===== config.mk =====
export PLATFORM = sky130hd
export DESIGN_NAME = fault_status_ctrl
export DESIGN_NICKNAME = d
export VERILOG_FILES = /design/src/rtl/fsc_pkg.sv /design/src/rtl/fsc_fault_latch.sv /design/src/rtl/fsc_cmd_parser.sv /design/src/rtl/fsc_reply_tx.sv /design/src/rtl/fault_status_ctrl.sv
export SDC_FILE = /design/constraint.sdc
export NUM_CORES = 1
export LEC_CHECK = 0
export ABC_AREA = 1
export BUFFER_PORTS_ARGS = -buffer_cell sky130_fd_sc_hd__buf_2
export CORE_ASPECT_RATIO = 1.2
export CORE_MARGIN = 2
export CORE_UTILIZATION = 50
export DETAILED_ROUTE_END_ITERATION = 6
export PLACE_DENSITY = 0.69
export SLEW_MARGIN = 20
export SYNTH_ARGS = -nofsm -noshare
export SYNTH_HDL_FRONTEND = slang
export SYNTH_SLANG_ARGS = --single-unit

===== constraint.sdc =====
create_clock -name clk -period 2.6 [get_ports clk]
set_clock_uncertainty 0.05 [all_clocks]
set_input_delay 0.52 -clock clk [delete_from_list [all_inputs] [get_ports clk]]
set_output_delay 0.52 -clock clk [all_outputs]
set_load 0.1 [all_outputs]

===== src/rtl/fsc_pkg.sv =====
package fsc_pkg;
  localparam int NUM_CH   = 4;
  localparam int POS_W    = 5;
  localparam int QRY_LEN  = 9;   // bytes before LF in the query line
  localparam int CLR_LEN  = 13;  // bytes before LF in the clear line
  localparam int QREP_LEN = 13;
  localparam int ACK_LEN  = 4;
  localparam logic [7:0] CH_CR = 8'h0D;
  localparam logic [7:0] CH_LF = 8'h0A;

  // expected character of a command line at a position
  function automatic logic [7:0] cmd_char(input logic is_clr, input logic [POS_W-1:0] i);
    logic [7:0] c;
    case (i)
      5'd0: c = "S";
      5'd1: c = "T";
      5'd2: c = "A";
      5'd3: c = "T";
      5'd4: c = "U";
      5'd5: c = "S";
      5'd6: c = ":";
      default: begin
        if (is_clr) begin
          case (i)
            5'd7:  c = "R";
            5'd8:  c = "E";
            5'd9:  c = "S";
            5'd10: c = "E";
            5'd11: c = "T";
            5'd12: c = CH_CR;
            default: c = 8'h00;
          endcase
        end else begin
          case (i)
            5'd7: c = "?";
            5'd8: c = CH_CR;
            default: c = 8'h00;
          endcase
        end
      end
    endcase
    return c;
  endfunction

  function automatic logic [7:0] hex_char(input logic [3:0] n);
    return (n < 4'd10) ? (8'h30 + {4'h0, n}) : (8'h37 + {4'h0, n});
  endfunction

  function automatic logic [7:0] reply_char(input logic is_ack, input logic [POS_W-1:0] i,
                                            input logic [15:0] w);
    logic [7:0] c;
    if (is_ack) begin
      case (i)
        5'd0: c = "O";
        5'd1: c = "K";
        5'd2: c = CH_CR;
        default: c = CH_LF;
      endcase
    end else begin
      case (i)
        5'd7:  c = hex_char(w[15:12]);
        5'd8:  c = hex_char(w[11:8]);
        5'd9:  c = hex_char(w[7:4]);
        5'd10: c = hex_char(w[3:0]);
        5'd11: c = CH_CR;
        5'd12: c = CH_LF;
        default: c = cmd_char(1'b0, i);
      endcase
    end
    return c;
  endfunction
endpackage


===== src/rtl/fsc_fault_latch.sv =====
module fsc_fault_latch (
  input  logic clk,
  input  logic rst,
  input  logic ilk_chk_en,
  input  logic ilk_pin,
  input  logic overtemp,
  input  logic clear,
  output logic ilk_flt_q,
  output logic ot_flt_q,
  output logic sum_flt_q,
  output logic sum_flt_next
);
  logic ilk_set, ot_set;
  logic ilk_next, ot_next;

  always_comb begin
    ilk_set      = ilk_chk_en & ilk_pin;
    ot_set       = overtemp;
    // a present condition beats a clear in the same cycle
    ilk_next     = (ilk_flt_q & ~clear) | ilk_set;
    ot_next      = (ot_flt_q & ~clear) | ot_set;
    sum_flt_next = (sum_flt_q & ~clear) | ilk_set | ot_set;
  end

  always_ff @(posedge clk) begin
    if (rst) begin
      ilk_flt_q <= 1'b0;
      ot_flt_q  <= 1'b0;
      sum_flt_q <= 1'b0;
    end else begin
      ilk_flt_q <= ilk_next;
      ot_flt_q  <= ot_next;
      sum_flt_q <= sum_flt_next;
    end
  end
endmodule


===== src/rtl/fsc_cmd_parser.sv =====
module fsc_cmd_parser
  import fsc_pkg::*;
(
  input  logic       clk,
  input  logic       rst,
  input  logic       accept,
  input  logic [7:0] data,
  output logic       cmd_query,
  output logic       cmd_clear
);
  logic [POS_W-1:0] pos_q;
  logic             qry_ok_q, clr_ok_q;

  always_ff @(posedge clk) begin
    if (rst) begin
      pos_q     <= '0;
      qry_ok_q  <= 1'b1;
      clr_ok_q  <= 1'b1;
      cmd_query <= 1'b0;
      cmd_clear <= 1'b0;
    end else begin
      cmd_query <= 1'b0;
      cmd_clear <= 1'b0;
      if (accept) begin
        if (data == CH_LF) begin
          cmd_query <= qry_ok_q && (pos_q == POS_W'(QRY_LEN));
          cmd_clear <= clr_ok_q && (pos_q == POS_W'(CLR_LEN));
          pos_q     <= '0;
          qry_ok_q  <= 1'b1;
          clr_ok_q  <= 1'b1;
        end else begin
          qry_ok_q <= qry_ok_q && (pos_q < POS_W'(QRY_LEN)) && (data == cmd_char(1'b0, pos_q));
          clr_ok_q <= clr_ok_q && (pos_q < POS_W'(CLR_LEN)) && (data == cmd_char(1'b1, pos_q));
          if (pos_q != '1) pos_q <= pos_q + 1'b1;
        end
      end
    end
  end
endmodule


===== src/rtl/fsc_reply_tx.sv =====
module fsc_reply_tx
  import fsc_pkg::*;
(
  input  logic        clk,
  input  logic        rst,
  input  logic        start_query,
  input  logic        start_ack,
  input  logic [15:0] word,
  input  logic        tx_ready,
  output logic        tx_valid,
  output logic [7:0]  tx_data
);
  logic             is_ack_q;
  logic [15:0]      snap_q;
  logic [POS_W-1:0] pos_q;
  logic [POS_W-1:0] last_pos;

  assign last_pos = is_ack_q ? POS_W'(ACK_LEN - 1) : POS_W'(QREP_LEN - 1);

  always_ff @(posedge clk) begin
    if (rst) begin
      tx_valid <= 1'b0;
      is_ack_q <= 1'b0;
      snap_q   <= '0;
      pos_q    <= '0;
      tx_data  <= '0;
    end else if (!tx_valid) begin
      if (start_query || start_ack) begin
        tx_valid <= 1'b1;
        is_ack_q <= start_ack;
        snap_q   <= word;
        pos_q    <= '0;
        tx_data  <= reply_char(start_ack, '0, word);
      end
    end else if (tx_ready) begin
      if (pos_q == last_pos) begin
        tx_valid <= 1'b0;
      end else begin
        pos_q   <= pos_q + 1'b1;
        tx_data <= reply_char(is_ack_q, pos_q + 1'b1, snap_q);
      end
    end
  end
endmodule


===== src/rtl/fault_status_ctrl.sv =====
module fault_status_ctrl
  import fsc_pkg::*;
(
  input  logic              clk,
  input  logic              rst,
  input  logic              remote_mode_i,
  input  logic              ilk_chk_en_i,
  input  logic              trig_mode_i,
  input  logic              gate_mode_i,
  input  logic [NUM_CH-1:0] ch_req_i,
  input  logic              ilk_pin_i,
  input  logic              overtemp_i,
  input  logic              rx_valid_i,
  input  logic [7:0]        rx_data_i,
  output logic              rx_ready_o,
  output logic [NUM_CH-1:0] ch_en_o,
  output logic              tx_valid_o,
  output logic [7:0]        tx_data_o,
  input  logic              tx_ready_i
);
  logic [3:0]  mode_q;
  logic        ilk_flt, ot_flt, sum_flt, sum_next;
  logic        cmd_query, cmd_clear;
  logic [15:0] status_w;

  always_ff @(posedge clk) begin
    if (rst) mode_q <= '0;
    else     mode_q <= {remote_mode_i, ilk_chk_en_i, trig_mode_i, gate_mode_i};
  end

  fsc_fault_latch u_latch (
    .clk          (clk),
    .rst          (rst),
    .ilk_chk_en   (ilk_chk_en_i),
    .ilk_pin      (ilk_pin_i),
    .overtemp     (overtemp_i),
    .clear        (cmd_clear),
    .ilk_flt_q    (ilk_flt),
    .ot_flt_q     (ot_flt),
    .sum_flt_q    (sum_flt),
    .sum_flt_next (sum_next)
  );

  for (genvar g = 0; g < NUM_CH; g++) begin : g_ch
    always_ff @(posedge clk) begin
      if (rst) ch_en_o[g] <= 1'b0;
      else     ch_en_o[g] <= ch_req_i[g] & ~sum_next;
    end
  end

  assign status_w = {mode_q, ch_en_o, sum_flt, 5'b00000, ot_flt, ilk_flt};

  assign rx_ready_o = ~(cmd_query | cmd_clear | tx_valid_o);

  fsc_cmd_parser u_parse (
    .clk       (clk),
    .rst       (rst),
    .accept    (rx_valid_i & rx_ready_o),
    .data      (rx_data_i),
    .cmd_query (cmd_query),
    .cmd_clear (cmd_clear)
  );

  fsc_reply_tx u_tx (
    .clk         (clk),
    .rst         (rst),
    .start_query (cmd_query),
    .start_ack   (cmd_clear),
    .word        (status_w),
    .tx_ready    (tx_ready_i),
    .tx_valid    (tx_valid_o),
    .tx_data     (tx_data_o)
  );
endmodule


# Yosys cells after proc, flatten, opt, wreduce, memory -nomap -nowiden
# Index checks and enable logic that the tools add are counted.
word_totals:
  mem_bits_ro: 0
  memories: 0
  latchBits: 0
  output_inout_bits: 14
  regBits: 46
  in_bits: 22
  elab_cells: 143
  ramBits: 0
classes:
  div_mod_pow: 0
  eq_ne: 32
  shifts: 0
  muxes: 36
  order_cmp: 6
  bitwise_logic: 21
  add_sub_neg: 10
  reduce_logical: 20
  mul: 0
op_table:
  columns: ["op", "count"]
  rows:
  - ["two-way mux 8 bit", 15]
  - ["one-hot mux 8 bit (5 select lines)", 2]
  - ["one-hot mux 7 bit (5 select lines)", 2]
  - ["== test 5 x 4 -> 1 bit, second input constant", 11]
  - ["one-hot mux 8 bit (6 select lines)", 1]
  - ["adder 6 x 4 -> 7 bit, first input constant", 6]
  - ["== test 5 x 3 -> 1 bit, second input constant", 8]
  - ["two-way mux 5 bit", 7]
  - ["one-hot mux 7 bit (3 select lines)", 1]
  - ["== test 5 x 2 -> 1 bit, second input constant", 4]
  - ["== test 8 bit", 2]
  - ["adder 6 x 2 -> 7 bit, first input constant", 2]
  - ["less-than comparator 4 bit, second input constant", 3]
  - ["one-hot mux 6 bit (2 select lines)", 1]
  - ["adder 5 x 1 -> 5 bit, second input constant", 2]
  - ["== test 5 x 1 -> 1 bit, second input constant", 2]
  - ["zero test 5 bit", 2]
  - ["less-than comparator 5 x 4 -> 1 bit, second input constant", 2]
  - ["OR reduction 2 bit", 5]
  - ["AND 1 bit", 9]
  - ["== test 8 x 4 -> 1 bit, second input constant", 1]
  - ["logical AND 1 bit", 6]
  - ["two-way mux 1 bit", 6]
  - ["NOT 1 bit", 6]
  - ["other kinds (11)", 19]

# Longest topological paths before layout
# Gate-level depths: netlist (run 1).
depth:
  word_depth: 10
  ltp_mapped: 16

# By module
# From an unflattened synthesis (run 1), not the netlist that was laid out.
hier_totals:
  hier_cells: 565
  hier_area_um2: 3585.9
modules_own_cells:
  columns: ["module", "cells_per_inst", "n_inst", "area_each_um2"]
  rows:
  - ["fsc_reply_tx", 331, 1, 2140.8]
  - ["fsc_cmd_parser", 186, 1, 1066.0]
  - ["fault_status_ctrl", 32, 1, 255.2]
  - ["fsc_fault_latch", 16, 1, 123.9]

# Worst setup path after synthesis (run 1)
# Ideal clock, no wire load.
synth_path:
  path_kind: "register to register"
  from: "register u_tx.tx_valid"
  to: "register u_parse.pos_q[3]"
  path_buffers: 0
  path_stages_with_launch: 9
  t_arrival_ns: 2.642
  t_required_ns: 2.434
  path_slack_ns: -0.207
  synth_period_minus_slack_ns: 2.807
  cell_sequence: "dfxtp_1 > nor2_2 > nand2_1 > nor2_1 > nor2_1 > nor2_1 > nand3_1 > xor2_1 > nor2_1"
synth_between:
  elab_chain_cells: 4
synth_lines:
  columns: ["element", "line_no", "text"]
  rows:
  - ["start, declared", "fsc_reply_tx.sv:10", "output logic tx_valid,"]
  - ["start signal, assigned", "fsc_reply_tx.sv:22", "tx_valid <= 1'b0;"]
  - ["start signal, assigned", "fsc_reply_tx.sv:29", "tx_valid <= 1'b1;"]
  - ["start signal, assigned", "fsc_reply_tx.sv:37", "tx_valid <= 1'b0;"]
  - ["OR 1 bit", "fault_status_ctrl.sv:53", "assign rx_ready_o = ~(cmd_query | cmd_clear | tx_valid_o);"]
  - ["NOT 1 bit", "fault_status_ctrl.sv:53", null]
  - ["via rx_ready_o", "fault_status_ctrl.sv:15", "output logic rx_ready_o,"]
  - ["AND 1 bit", "fault_status_ctrl.sv:58", ".accept (rx_valid_i & rx_ready_o),"]
  - ["AND reduction 2 bit (no source line)", null, null]
  - ["end signal, assigned", "fsc_cmd_parser.sv:34", "if (pos_q != '1) pos_q <= pos_q + 1'b1;"]
  - ["end, declared", "fsc_cmd_parser.sv:11", "logic [POS_W-1:0] pos_q;"]
# The timed path passes the listed nets, and every way through them passes these cells.
# A chain may end at the register's enable or synchronous reset.

# Worst setup path in the final report (run 1)
layout_path:
  from: "register u_tx.pos_q[0]"
  to: "register u_tx.tx_data[5]"
layout_between:
  elab_chain_cells: 9
  elab_cells_between_ends: 25
layout_lines:
  columns: ["element", "line_no", "text"]
  rows:
  - ["start, declared", "fsc_reply_tx.sv:15", "logic [POS_W-1:0] pos_q;"]
  - ["start signal, assigned", "fsc_reply_tx.sv:39", "pos_q <= pos_q + 1'b1;"]
  - ["adder 5 x 1 -> 5 bit", "fsc_reply_tx.sv:40", "tx_data <= reply_char(is_ack_q, pos_q + 1'b1, snap_q);"]
  - ["== test 5 x 3 -> 1 bit (tied with other cells)", "fsc_pkg.sv:14", "case (i)"]
  - ["OR reduction 2 bit (no source line)", null, null]
  - ["one-hot mux 7 bit (5 select lines)", "fsc_pkg.sv:14", null]
  - ["one-hot mux 8 bit (6 select lines)", "fsc_pkg.sv:60", "case (i)"]
  - ["two-way mux 8 bit", "fsc_pkg.sv:52", "if (is_ack) begin"]
  - ["two-way mux 8 bit", "fsc_reply_tx.sv:36", "if (pos_q == last_pos) begin"]
  - ["two-way mux 8 bit", "fsc_reply_tx.sv:35", "end else if (tx_ready) begin"]
  - ["two-way mux 8 bit", "fsc_reply_tx.sv:27", "end else if (!tx_valid) begin"]
  - ["end signal, assigned", "fsc_reply_tx.sv:33", "tx_data <= reply_char(start_ack, '0, word);"]
  - ["end signal, assigned", "fsc_reply_tx.sv:40", null]
  - ["end, declared", "fsc_reply_tx.sv:11", "output logic [7:0] tx_data"]
# Parallel ways exist; a longest one is shown, timed or not. The select of a mux whose other input is x is not followed.

==> results.md, run 1 <==
- Synth Cell Area: 0.00306 mm2
- Ys async rst share: 0
- CP Data Arrival Time: 2330 ps
- Cell with the largest stage delay on the worst path: dfxtp_1
- Stage delay of the slowest cell on the critical path: 530 ps
- Core ar.: 0.00597 mm2
- Leftover overflow at the end of global routing: 0
- Vias per inst: 5.18
- Antenna diode count: 0
- Top-count cell post-synth: nand2_1
- Clk network pwr share: 0.351
- Endpoint class of the critical path: flip-flop
- Origin of the worst min-delay path: trig_mode_i
- Startpoint of the worst setup timing path: u_tx.pos_q[0]$_SDFFE_PP0P_
- Number of unique standard cell types used by synthesis: 39
- Worst endpoint required time: 2740 ps
- Path type of the worst setup path: flip-flop to flip-flop
- Power density of the placed cells: 414 mW/mm2
- Clock latency on the worst-skew pair: 300 ps
- Antenna violations before repair: 0
- Detailed router's first-iteration violation count: 118
- Half-perimeter wire length of the detailed placement result: 5.88 mm
- Total Routing Usage GR: 0.236
- Setup tns final: 0 ps
- Final net count: 545
- Area share of the largest cell type after synthesis: 0.294
- IR Drop Worst-Case VDD: 0.000187 V
- Post-synthesis cell count: 476
- Cell type with the highest aggregate area in the netlist: dfxtp_1
- Mapped Nets: 510
- Clock slew seen by the registers of the worst setup and hold paths: 90 ps
- Final hold viol count: 0
- Cell Rows: 31
- Yosys warns: 0
- Combinational power share: 0.146
- Transition time at the pin with the least slew margin: 565 ps
- Worst relative slew slack: 0.623
- Worst-path fanout max: 10
- Most frequent cells after synthesis: nand2_1 (120), inv_1 (65), nor2_1 (47)
- Sequential element share of the synthesized area: 0.294
- TritonCTS Buffers: 5
- Min-Delay Path Class: input pin to flip-flop
- Number of search-and-repair iterations in the first detailed-routing pass: 5
- Setup repair after global routing missed its margin: false
- Largest net degree at the start of global routing: 23
- Worst path buffer plus inverter count: 1
- Switching share of power: 0.282
- Crit-path most repeated cell: nand2_1
- Maximum clock insertion buffer count: 2
- DIE AREA: 0.00677 mm2
- Count of hold-fix buffers inserted at cts: 0
- Worst slack, placed: 461 ps
- Post-cts resize count: 0
- Internal power: 1.02 mW
- Switching power: 399 uW
- Routability congestion estimate from global placement: 0.957
- IO Count: 36
- Max_cap viols: 0
- Fmax: 0.456 GHz
- Setup slack of the critical path after layout: 405 ps
- Layout-stage area growth over the synthesis result: 11.6%
- Number of enable-type register cells in the synthesized netlist: 0
- Nature of the critical path startpoint: flip-flop
- Fraction of layout cells with a size suffix above 1: 0.160
- Run status: complete, no violations
- Post-detailed-routing wire length: 7.43 mm
- Cells taking the most area after synthesis: dfxtp_1 (29%), nand2_1 (15%), inv_1 (8.0%)
- Min Tclk post-route: 2190 ps
- Register bit count reported by yosys: 45
- CTS tree: yes
- Number of levels the H-tree was split into: 2
- Post-route clock period utilization: 0.844
- DRC violation count after routing: 0
- Postcts setup bufs: 0
- Number of nets still failing antenna checks after routing: 0
- Via count of the first global-routing pass: 2976
- Synth Flop Type: dfxtp_1
- Total via count in the routed design: 3078
- Initial standard-cell utilization of the core: 0.512
- Final number of max-transition violations: 0
- Average size of a mapped cell: 6.43 um2
- Cell family with the largest share of critical-path delay: simple AND/OR/NAND/NOR gates
- Seq pwr share: 0.503
- Startpoint of the worst-slack reg-to-reg timing path: u_tx.pos_q[0]$_SDFFE_PP0P_
- Count of endpoints failing setup in the final report: 0
- Clock Sink Count: 45
- Die Width: 75.4 um
- Buffers on Ports: 34
- Chip Height: 89.7 um
- Post-DR wirelength/cell: 12.5 um
- Static Leakage: 1.65 nW
- Cells traversed along the worst timing path: ha_1 -> nand2_1 -> clkinv_1 -> nand3_1 -> nand2_1 -> nand2_1 -> a21oi_1 -> nor2_4 -> nand2_2 -> nand4_1 -> nand2_1 -> a21oi_1
- CTS root buf: clkbuf_8
- Wire length of the first global-routing pass: 12.7 mm
## placed cells by master, fill, tap and decap left out, types with 2 or more instances in the layout
| cell type | Yosys | final |
|---|---|---|
| nand4_1 | 13 | 13 |
| xor2_1 | 6 | 6 |
| o21ai_2 | 3 | 3 |
| a21oi_1 | 33 | 33 |
| nand3_1 | 30 | 30 |
| buf_2 | 1 | 34 |
| nor3_1 | 8 | 8 |
| nand2_1 | 120 | 120 |
| clkinv_1 | 2 | 2 |
| ha_1 | 12 | 12 |
| o21ai_0 | 31 | 31 |
| clkbuf_8 | 0 | 7 |
| inv_2 | 7 | 7 |
| nor2_2 | 6 | 5 |
| nand3_4 | 2 | 2 |
| o22ai_1 | 2 | 2 |
| nand2_2 | 5 | 5 |
| nor2_4 | 7 | 8 |
| inv_1 | 65 | 65 |
| dfxtp_1 | 45 | 45 |
| buf_4 | 2 | 3 |
| nand3_2 | 4 | 4 |
| o211ai_1 | 6 | 6 |
| nor2_1 | 47 | 47 |
## cell type report
| class | instances | area, um2 |
|---|---|---|
| Multi-Input combinational cell | 348 | 1840 |
| Clock inverter | 1 | 8.76 |
| Sequential cell | 45 | 901 |
| Clock buffer | 7 | 96.3 |
| Inverter | 74 | 278 |
| Tap cell | 82 | 103 |
| Timing Repair Buffer | 37 | 193 |
| Fill cell | 623 | 2560 |
## worst reg2reg max path: stages (launching register included)
cell      delay, ps
dfxtp_1         530
ha_1            270
nand2_1          90
clkinv_1         80
nand3_1          60
nand2_1         120
nand2_1         100
a21oi_1         300
nor2_4          100
nand2_2          80
nand4_1         100
nand2_1         130
a21oi_1          70
## power by group through the flow
stage | clock network, mW | logic, mW | registers, mW
after global placement | 0 | 0.205 | 0.727
final | 0.496 | 0.206 | 0.711
after floorplan | 0 | 0.141 | 0.738
after detailed placement | 0 | 0.206 | 0.727
after global routing | 0.531 | 0.235 | 0.713
after CTS | 0.510 | 0.206 | 0.711
## stage by stage
stage               instance area [um2]   util  hold slack, ps  cells  power [mW]
floorplan                          3070      -             375    476       0.878
global placement                   3310  0.554             391    586       0.932
detailed placement                 3310  0.554             400    586       0.933
CTS                                3420  0.572             362    594        1.43
global route                       3420  0.572             360    594        1.48
finish                             3420  0.572             370    594        1.41
## final timing paths
check                                 end  slack [ps]  cells after the start
max          u_tx.tx_data[5]$_SDFFE_PP0P_         410                     12
min                  mode_q[1]$_SDFF_PP0_         370                      3
max reg2reg  u_tx.tx_data[5]$_SDFFE_PP0P_         410                     12
min reg2reg   u_tx.snap_q[0]$_SDFFE_PP0P_         410                      2
## metal layers
| metal | vias to the layer above | track usage | routed length (um) |
|---|---|---|---|
| met5 | - | 0 | 0 |
| met3 | 30 | 0.0370 | 242 |
| met2 | 77 | 0.404 | 3840 |
| li1 | 1597 | - | - |
| met4 | 0 | 0.120 | 289 |
| met1 | 1374 | 0.272 | 3060 |
## cells by family after synthesis
group,share of synthesized area
other,0.00123
and+or+nand+nor,0.384
adders and majority gates,0.0491
xor gates and xnor gates,0.0172
buffers and inverters,0.107
DFF,0.294
AOI/OAI and AO/OA,0.147
## state kept, by name, indices dropped and copies added (netlist names)
name / flops
mode_q: 4
u_parse.cmd_clear: 1
u_latch.ot_flt_q: 1
u_tx.pos_q: 5
u_parse.cmd_query: 1
u_tx.tx_data: 7
u_latch.ilk_flt_q: 1
u_tx.tx_valid: 1
u_tx.is_ack_q: 1
u_parse.clr_ok_q: 1
u_parse.pos_q: 5
ch_en_o: 4
u_tx.snap_q: 11
u_latch.sum_flt_q: 1
u_parse.qry_ok_q: 1
Note: power is estimated with default switching activity, not from simulation.
==> inputs of run 2 (changes only) <==
Settings changed: PLACE_DENSITY 0.69 to 0.72.
Clock period 2.6 ns to 1.88 ns, I/O delays scaled along.
==> run 2 against run 1 <==
Utilization rose by 9.1 points. Die area did not move. Critical endpoint is now u_parse.qry_ok_q$_SDFFE_PP1P_. Largest power group unchanged. Highest routed layer unchanged. Final cell count rose by 6.2%. Flip-flop and latch count did not move. Largest cell class unchanged.
==> results.md, run 2 (synthesis results as in run 1) <==
- Register bank with the most flops: u_tx.snap_q (unchanged)
- Final number of max-transition violations: 0 (unchanged)
- Wire length of the first global-routing pass: 13.4 mm (was 12.7 mm)
- Clock slew seen by the registers of the worst setup and hold paths: 100 ps (was 90 ps)
- Nature of the critical path startpoint: flip-flop (unchanged)
- Count of endpoints failing setup in the final report: 0 (unchanged)
- Total Routing Usage GR: 0.246 (was 0.236)
- Util after Layout: 0.663 (was 0.572)
- TritonCTS Buffers: 5 (unchanged)
- Largest registers ranked by flip-flop count: u_tx.snap_q: 11 flops, u_tx.tx_data: 7 flops (unchanged)
- Clock latency on the worst-skew pair: 310 ps (was 300 ps)
- Routability congestion estimate from global placement: 0.954 (was 0.957)
- Post-route clock period utilization: 0.966 (was 0.844)
- Switching share of power: 0.284 (was 0.282)
- CTS tree: yes (unchanged)
- Largest net degree at the start of global routing: 23 (unchanged)
- Min Tclk post-route: 1820 ps (was 2190 ps)
- Number of placed cells counting well taps: 616 (was 586)
- Total area of multi-input combinational cells: 0.00204 mm2 (was 0.00184 mm2)
- Fraction of layout cells with a size suffix above 1: 0.313 (was 0.160)
- Leftover overflow at the end of global routing: 0 (unchanged)
- Post-DR wirelength/cell: 13.0 um (was 12.5 um)
- Fin cells: 631 (was 594)
- Fmax: 0.551 GHz (was 0.456 GHz)
- Antenna violations before repair: 0 (unchanged)
- Number of levels the H-tree was split into: 2 (unchanged)
- IO Count: 36 (unchanged)
- Post-detailed-routing wire length: 8.21 mm (was 7.43 mm)
- Power density of the placed cells: 535 mW/mm2 (was 414 mW/mm2)
- Die Width: 75.4 um (unchanged)
- Clk network pwr share: 0.357 (was 0.351)
- Min-Delay Path Class: input pin to flip-flop (unchanged)
- Clock Sink Count: 45 (unchanged)
- Buffers on Ports: 34 (unchanged)
- Final cell area excluding filler cells: 0.00396 mm2 (was 0.00342 mm2)
- Layout-stage area growth over the synthesis result: 29.4% (was 11.6%)
- Final Total Pwr: 2.12 mW (was 1.41 mW)
- Maximum clock insertion buffer count: 2 (unchanged)
- Reg2reg path depth: 12 (unchanged)
- Initial standard-cell utilization of the core: 0.512 (unchanged)
- Endpoint class of the critical path: flip-flop (unchanged)
- Final net count: 582 (was 545)
- Depth of the worst hold-timing path: 3 (unchanged)
- DRC violation count after routing: 0 (unchanged)
- Antenna diode count: 0 (unchanged)
- Sequential cell area in the final layout: 923 um2 (was 901 um2)
- Cell Rows: 31 (unchanged)
- Seq pwr share: 0.464 (was 0.503)
- Internal power: 1.52 mW (was 1.02 mW)
- Area after detailed placement: 0.00357 mm2 (was 0.00331 mm2)
- Run status: complete, no violations (unchanged)
- Combinational power share: 0.179 (was 0.146)
- CP Data Arrival Time: 2010 ps (was 2330 ps)
- FILL cells: 555 (was 623)
- Setup repair after global routing missed its margin: true (was false)
- Final hold viol count: 0 (unchanged)
- Static Leakage: 1.89 nW (was 1.65 nW)
- Number of nets still failing antenna checks after routing: 0 (unchanged)
- Vias per inst: 5.23 (was 5.18)
- Worst-path fanout max: 4 (was 10)
- Core ar.: 0.00597 mm2 (unchanged)
- Path type of the worst setup path: flip-flop to flip-flop (unchanged)
- Chip Height: 89.7 um (unchanged)
- Number of search-and-repair iterations in the first detailed-routing pass: 5 (unchanged)
- CTS root buf: clkbuf_8 (unchanged)
- IR Drop Worst-Case VDD: 0.000299 V (was 0.000187 V)
- Flip-flop count of the largest register after layout: 11 (unchanged)
- Max_cap viols: 0 (unchanged)
- Detailed router's first-iteration violation count: 139 (was 118)
- Worst endpoint required time: 2080 ps (was 2740 ps)
- Switching power: 601 uW (was 399 uW)
- Total via count in the routed design: 3300 (was 3078)
- Most frequent cells in the layout: nand2_1 (108), inv_1 (57), nor2_1 (43), buf_4 (38), dfxtp_1 (35) (was nand2_1 (120), inv_1 (65), nor2_1 (47), dfxtp_1 (45), buf_2 (34))
- Half-perimeter wire length of the detailed placement result: 6.31 mm (was 5.88 mm)
- Most common cell after layout, fill and taps aside: nand2_1 (unchanged)
- Via count of the first global-routing pass: 3190 (was 2976)
- DIE AREA: 0.00677 mm2 (unchanged)
[run 2: cell count changes in the layout (fill, tap and decap cells not counted), moves of 6 or more]
cell,delta
nand2_2,+8
inv_1,-8
nand2_1,-12
dfxtp_2,+6
inv_4,+6
buf_4,+35
dfxtp_1,-10
ha_1,-6
[run 2: routing by layer]
layer  wire, um  vias up  track usage
met5          0        -            0
met4        374        0        0.137
met3        332       31       0.0314
met2       4360      100        0.441
met1       3140     1491        0.265
li1           -     1678            -
[run 2: worst paths after layout]
check,slack [ps],to,start
min reg2reg,400,u_tx.snap_q[1]$_SDFFE_PP0P_,u_tx.snap_q[1]$_SDFFE_PP0P_
min,220,mode_q[3]$_SDFF_PP0_,remote_mode_i
max reg2reg,60,u_parse.qry_ok_q$_SDFFE_PP1P_,u_parse.pos_q[0]$_SDFFE_PP0P_
max,60,u_parse.qry_ok_q$_SDFFE_PP1P_,u_parse.pos_q[0]$_SDFFE_PP0P_
[run 2: worst max-delay path, stage by stage, from the launching register on]
cell	delay, ps
dfxtp_4	380
ha_2	210
o211ai_1	190
nand2_2	110
buf_4	140
o21ai_0	140
buf_4	160
nand2_1	50
nand2_1	60
nand4_1	80
nor2_1	100
nand2_1	50
nand2_1	40
[run 2: area by class of cell]
type / count / area share
flip-flops and latches: 45 / 0.233
well taps: 82 / 0.0259
clock inverters: 3 / 0.0114
inverters: 74 / 0.0733
clock buffers: 5 / 0.0174
multi-input cells: 348 / 0.515
repair buffers: 74 / 0.124
[run 2: timing repair]
action | in CTS | in global routing
endpoints found under the setup margin | 3 | 10
hold buffers | 0 | 0
pin swaps | 4 | 23
gates resized for setup | 10 | 62
buffers inserted | 4 | 3
endpoints found under the hold margin | 0 | 0
[run 2: through the flow]
step                TNS (ps)  setup slack (ps)  hold WS (ps)
CTS                        0             0.131           207
detailed placement      -188              -106           389
global route            -276             -76.2           223
global placement       -27.9             -17.5           384
floorplan               -217              -143           375
finish                     0              63.6           215
[run 2: power by group through the flow]
stage	clock network [mW]	registers, mW	logic (mW)
after CTS	0.779	0.983	0.334
final	0.756	0.983	0.378
after global placement	0	1.00	0.304
after detailed placement	0	1.00	0.310
after floorplan	0	1.02	0.195
after global routing	0.807	0.986	0.418
==> inputs of run 3 (changes only) <==
Settings changed: CORE_MARGIN 2 to 4, RECOVER_POWER set to 100.
==> run 3 against run 2 <==
Clock power rose by 10%. Clock-buffer cell count up 1. Cell area is 2.0% higher. Sequential share of layout area fell by 0.58 points. Sequential power about the same. Hold slack improved by 15 ps. First-iteration DRC count grew 68%. Register-to-register slack worse by 50 ps. Wire length grew 2.4%. Worst setup slack lost 49 ps. Via count down 0.39%. Flip-flop and latch count is the same.
==> results.md, run 3 (synthesis results as in run 1) <==
- Min Tclk post-route: 1870 ps (was 1820 ps)
- Vias per inst: 5.14 (was 5.23)
- Worst-path fanout max: 7 (was 4)
- CP Data Arrival Time: 2060 ps (was 2010 ps)
- Count of hold-fix buffers inserted at cts: 0 (unchanged)
- Clock Sink Count: 45 (unchanged)
- Number of nets still failing antenna checks after routing: 0 (unchanged)
- Seq pwr share: 0.446 (was 0.464)
- Crit-path most repeated cell: nand2_1 (unchanged)
- Via count of the first global-routing pass: 3130 (was 3190)
- Reg2reg path depth: 14 (was 12)
- Leftover overflow at the end of global routing: 0 (unchanged)
- Largest registers ranked by flip-flop count: u_tx.snap_q: 11 flops, u_tx.tx_data: 7 flops (unchanged)
- Worst relative slew slack: 0.638
- Final number of max-transition violations: 0 (unchanged)
- Max_cap viols: 0 (unchanged)
- Cell Rows: 30 (was 31)
- Internal power: 1.61 mW (was 1.52 mW)
- Minimum hold slack: 230 ps (was 215 ps)
- Setup tns final: 0 ps (unchanged)
- DIE AREA: 0.00744 mm2 (was 0.00677 mm2)
- Die Width: 79.4 um (was 75.4 um)
- Count of endpoints failing setup in the final report: 0 (unchanged)
- Total via count in the routed design: 3287 (was 3300)
- Power density of the placed cells: 547 mW/mm2 (was 535 mW/mm2)
- Fraction of layout cells with a size suffix above 1: 0.313 (about the same)
- Routability congestion estimate from global placement: 0.894 (was 0.954)
- Post-DR wirelength/cell: 13.2 um (was 13.0 um)
- Initial standard-cell utilization of the core: 0.529 (was 0.512)
- Antenna diode count: 0 (unchanged)
- Cell with the largest stage delay on the worst path: dfxtp_4 (unchanged)
- Clock latency on the worst-skew pair: 300 ps (was 310 ps)
- Clock slew seen by the registers of the worst setup and hold paths: 80 ps (was 100 ps)
- Final cell area excluding filler cells: 0.00404 mm2 (was 0.00396 mm2)
- Total Routing Usage GR: 0.228 (was 0.246)
- Final Total Pwr: 2.21 mW (was 2.12 mW)
- Wire length of the first global-routing pass: 13.7 mm (was 13.4 mm)
- Util after Layout: 0.699 (was 0.663)
- Half-perimeter wire length of the detailed placement result: 6.43 mm (was 6.31 mm)
- Fmax: 0.536 GHz (was 0.551 GHz)
- Number of levels the H-tree was split into: 2 (unchanged)
- Depth of the worst hold-timing path: 3 (unchanged)
- Static Leakage: 1.91 nW (was 1.89 nW)
- Worst slack, placed: -190 ps (was -106 ps)
- DRC violation count after routing: 0 (unchanged)
- Cells traversed along the worst timing path: inv_4 -> ha_4 -> o211ai_1 -> nand2_2 -> inv_4 -> nand4_1 -> buf_6 -> nand2_2 -> nand2_1 -> nand2_1 -> nand3_1 -> nor2_1 -> nand2_1 -> nand2_1 (was ha_2 -> o211ai_1 -> nand2_2 -> buf_4 -> o21ai_0 -> buf_4 -> nand2_1 -> nand2_1 -> nand4_1 -> nor2_1 -> nand2_1 -> nand2_1)
- Layout-stage area growth over the synthesis result: 32.0% (was 29.4%)
- Chip Height: 93.7 um (was 89.7 um)
- Switching share of power: 0.272 (was 0.284)
- Area after detailed placement: 0.00362 mm2 (was 0.00357 mm2)
- Transition time at the pin with the least slew margin: 546 ps
- Detailed router's first-iteration violation count: 233 (was 139)
- IO Count: 36 (unchanged)
- Buffers on Ports: 34 (unchanged)
- CTS tree: yes (unchanged)
- Maximum clock insertion buffer count: 2 (unchanged)
- Final hold viol count: 0 (unchanged)
- Number of search-and-repair iterations in the first detailed-routing pass: 4 (was 5)
- Core ar.: 0.00578 mm2 (was 0.00597 mm2)
- Final net count: 592 (was 582)
- Fin cells: 639 (was 631)
- Most common cell after layout, fill and taps aside: nand2_1 (unchanged)
- Most frequent cells in the layout: nand2_1 (107), inv_1 (59), nor2_1 (43), buf_4 (43), dfxtp_1 (37) (was nand2_1 (108), inv_1 (57), nor2_1 (43), buf_4 (38), dfxtp_1 (35))
- Largest net degree at the start of global routing: 23 (unchanged)
- Nature of the critical path startpoint: flip-flop (unchanged)
- Post-detailed-routing wire length: 8.41 mm (was 8.21 mm)
- Flip-flop count of the largest register after layout: 11 (unchanged)
- Register bank with the most flops: u_tx.snap_q (unchanged)
- TritonCTS Buffers: 5 (unchanged)
- Setup slack of the critical path after layout: 15.0 ps (was 63.6 ps)
- Post-route clock period utilization: 0.992 (was 0.966)
- Min-Delay Path Class: input pin to flip-flop (unchanged)
- Switching power: 600 uW (was 601 uW)
- Clk network pwr share: 0.378 (was 0.357)
- Run status: complete, no violations (unchanged)
- FILL cells: 520 (was 555)
- Antenna violations before repair: 0 (unchanged)
- Number of placed cells counting well taps: 622 (was 616)
- Setup repair after global routing missed its margin: true (unchanged)
- Stage delay of the slowest cell on the critical path: 390 ps (was 380 ps)
- Combinational power share: 0.176 (was 0.179)
- Endpoint class of the critical path: flip-flop (unchanged)
- Path type of the worst setup path: flip-flop to flip-flop (unchanged)
- CTS root buf: clkbuf_8 (unchanged)
- Worst endpoint required time: 2070 ps (was 2080 ps)
- IR Drop Worst-Case VDD: 0.000308 V (was 0.000299 V)
## run 3: layout make-up
class / count / area [um2] / area share
clock buffers: 6 / 93.8 / 0.0232
multi-input cells: 348 / 2040 / 0.506
flip-flops and latches: 45 / 918 / 0.227
repair buffers: 84 / 554 / 0.137
clock inverters: 2 / 38.8 / 0.00960
well taps: 80 / 100 / 0.0248
inverters: 74 / 290 / 0.0718
## run 3: final timing paths
kind	to	from	slack, ps
worst min register to register	u_latch.ot_flt_q$_SDFF_PP0_	u_latch.ot_flt_q$_SDFF_PP0_	410
worst max-delay path	u_parse.qry_ok_q$_SDFFE_PP1P_	u_parse.pos_q[1]$_SDFFE_PP0P_	10
worst max register to register	u_parse.qry_ok_q$_SDFFE_PP1P_	u_parse.pos_q[1]$_SDFFE_PP0P_	10
worst min-delay path	mode_q[0]$_SDFF_PP0_	gate_mode_i	230
## run 3: critical path: cells and delay by family, from the launching register on
kind | cells | cell delay (ps)
compound gates | 1 | 240
fa+ha+maj | 1 | 150
simple gates | 9 | 660
buf+inv | 3 | 300
flops | 1 | 390
## run 3: power groups by stage
stage	Clock [mW]	Combinational (mW)	Sequential, mW
2_1_floorplan	0	0.195	1.02
3_3_place_gp	0	0.324	1.00
3_5_place_dp	0	0.326	1.00
4_1_cts	0.854	0.347	0.983
5_1_grt	0.894	0.432	0.988
6_report	0.835	0.389	0.985
## run 3: per-layer routing
| metal | vias up | global-route usage | part of all wire |
|---|---|---|---|
| met1 | 1478 | 0.251 | 0.39 |
| met3 | 29 | 0.0211 | 0.035 |
| met5 | - | 0 | 0 |
| li1 | 1697 | - | - |
| met2 | 83 | 0.430 | 0.54 |
| met4 | 0 | 0.107 | 0.036 |
## run 3: repair_timing
| action | CTS | global route |
|---|---|---|
| hold endpoints to repair | 0 | 0 |
| setup buffers | 4 | 6 |
| resized for setup | 22 | 49 |
| pin swaps | 5 | 29 |
| setup endpoints to repair | 5 | 13 |
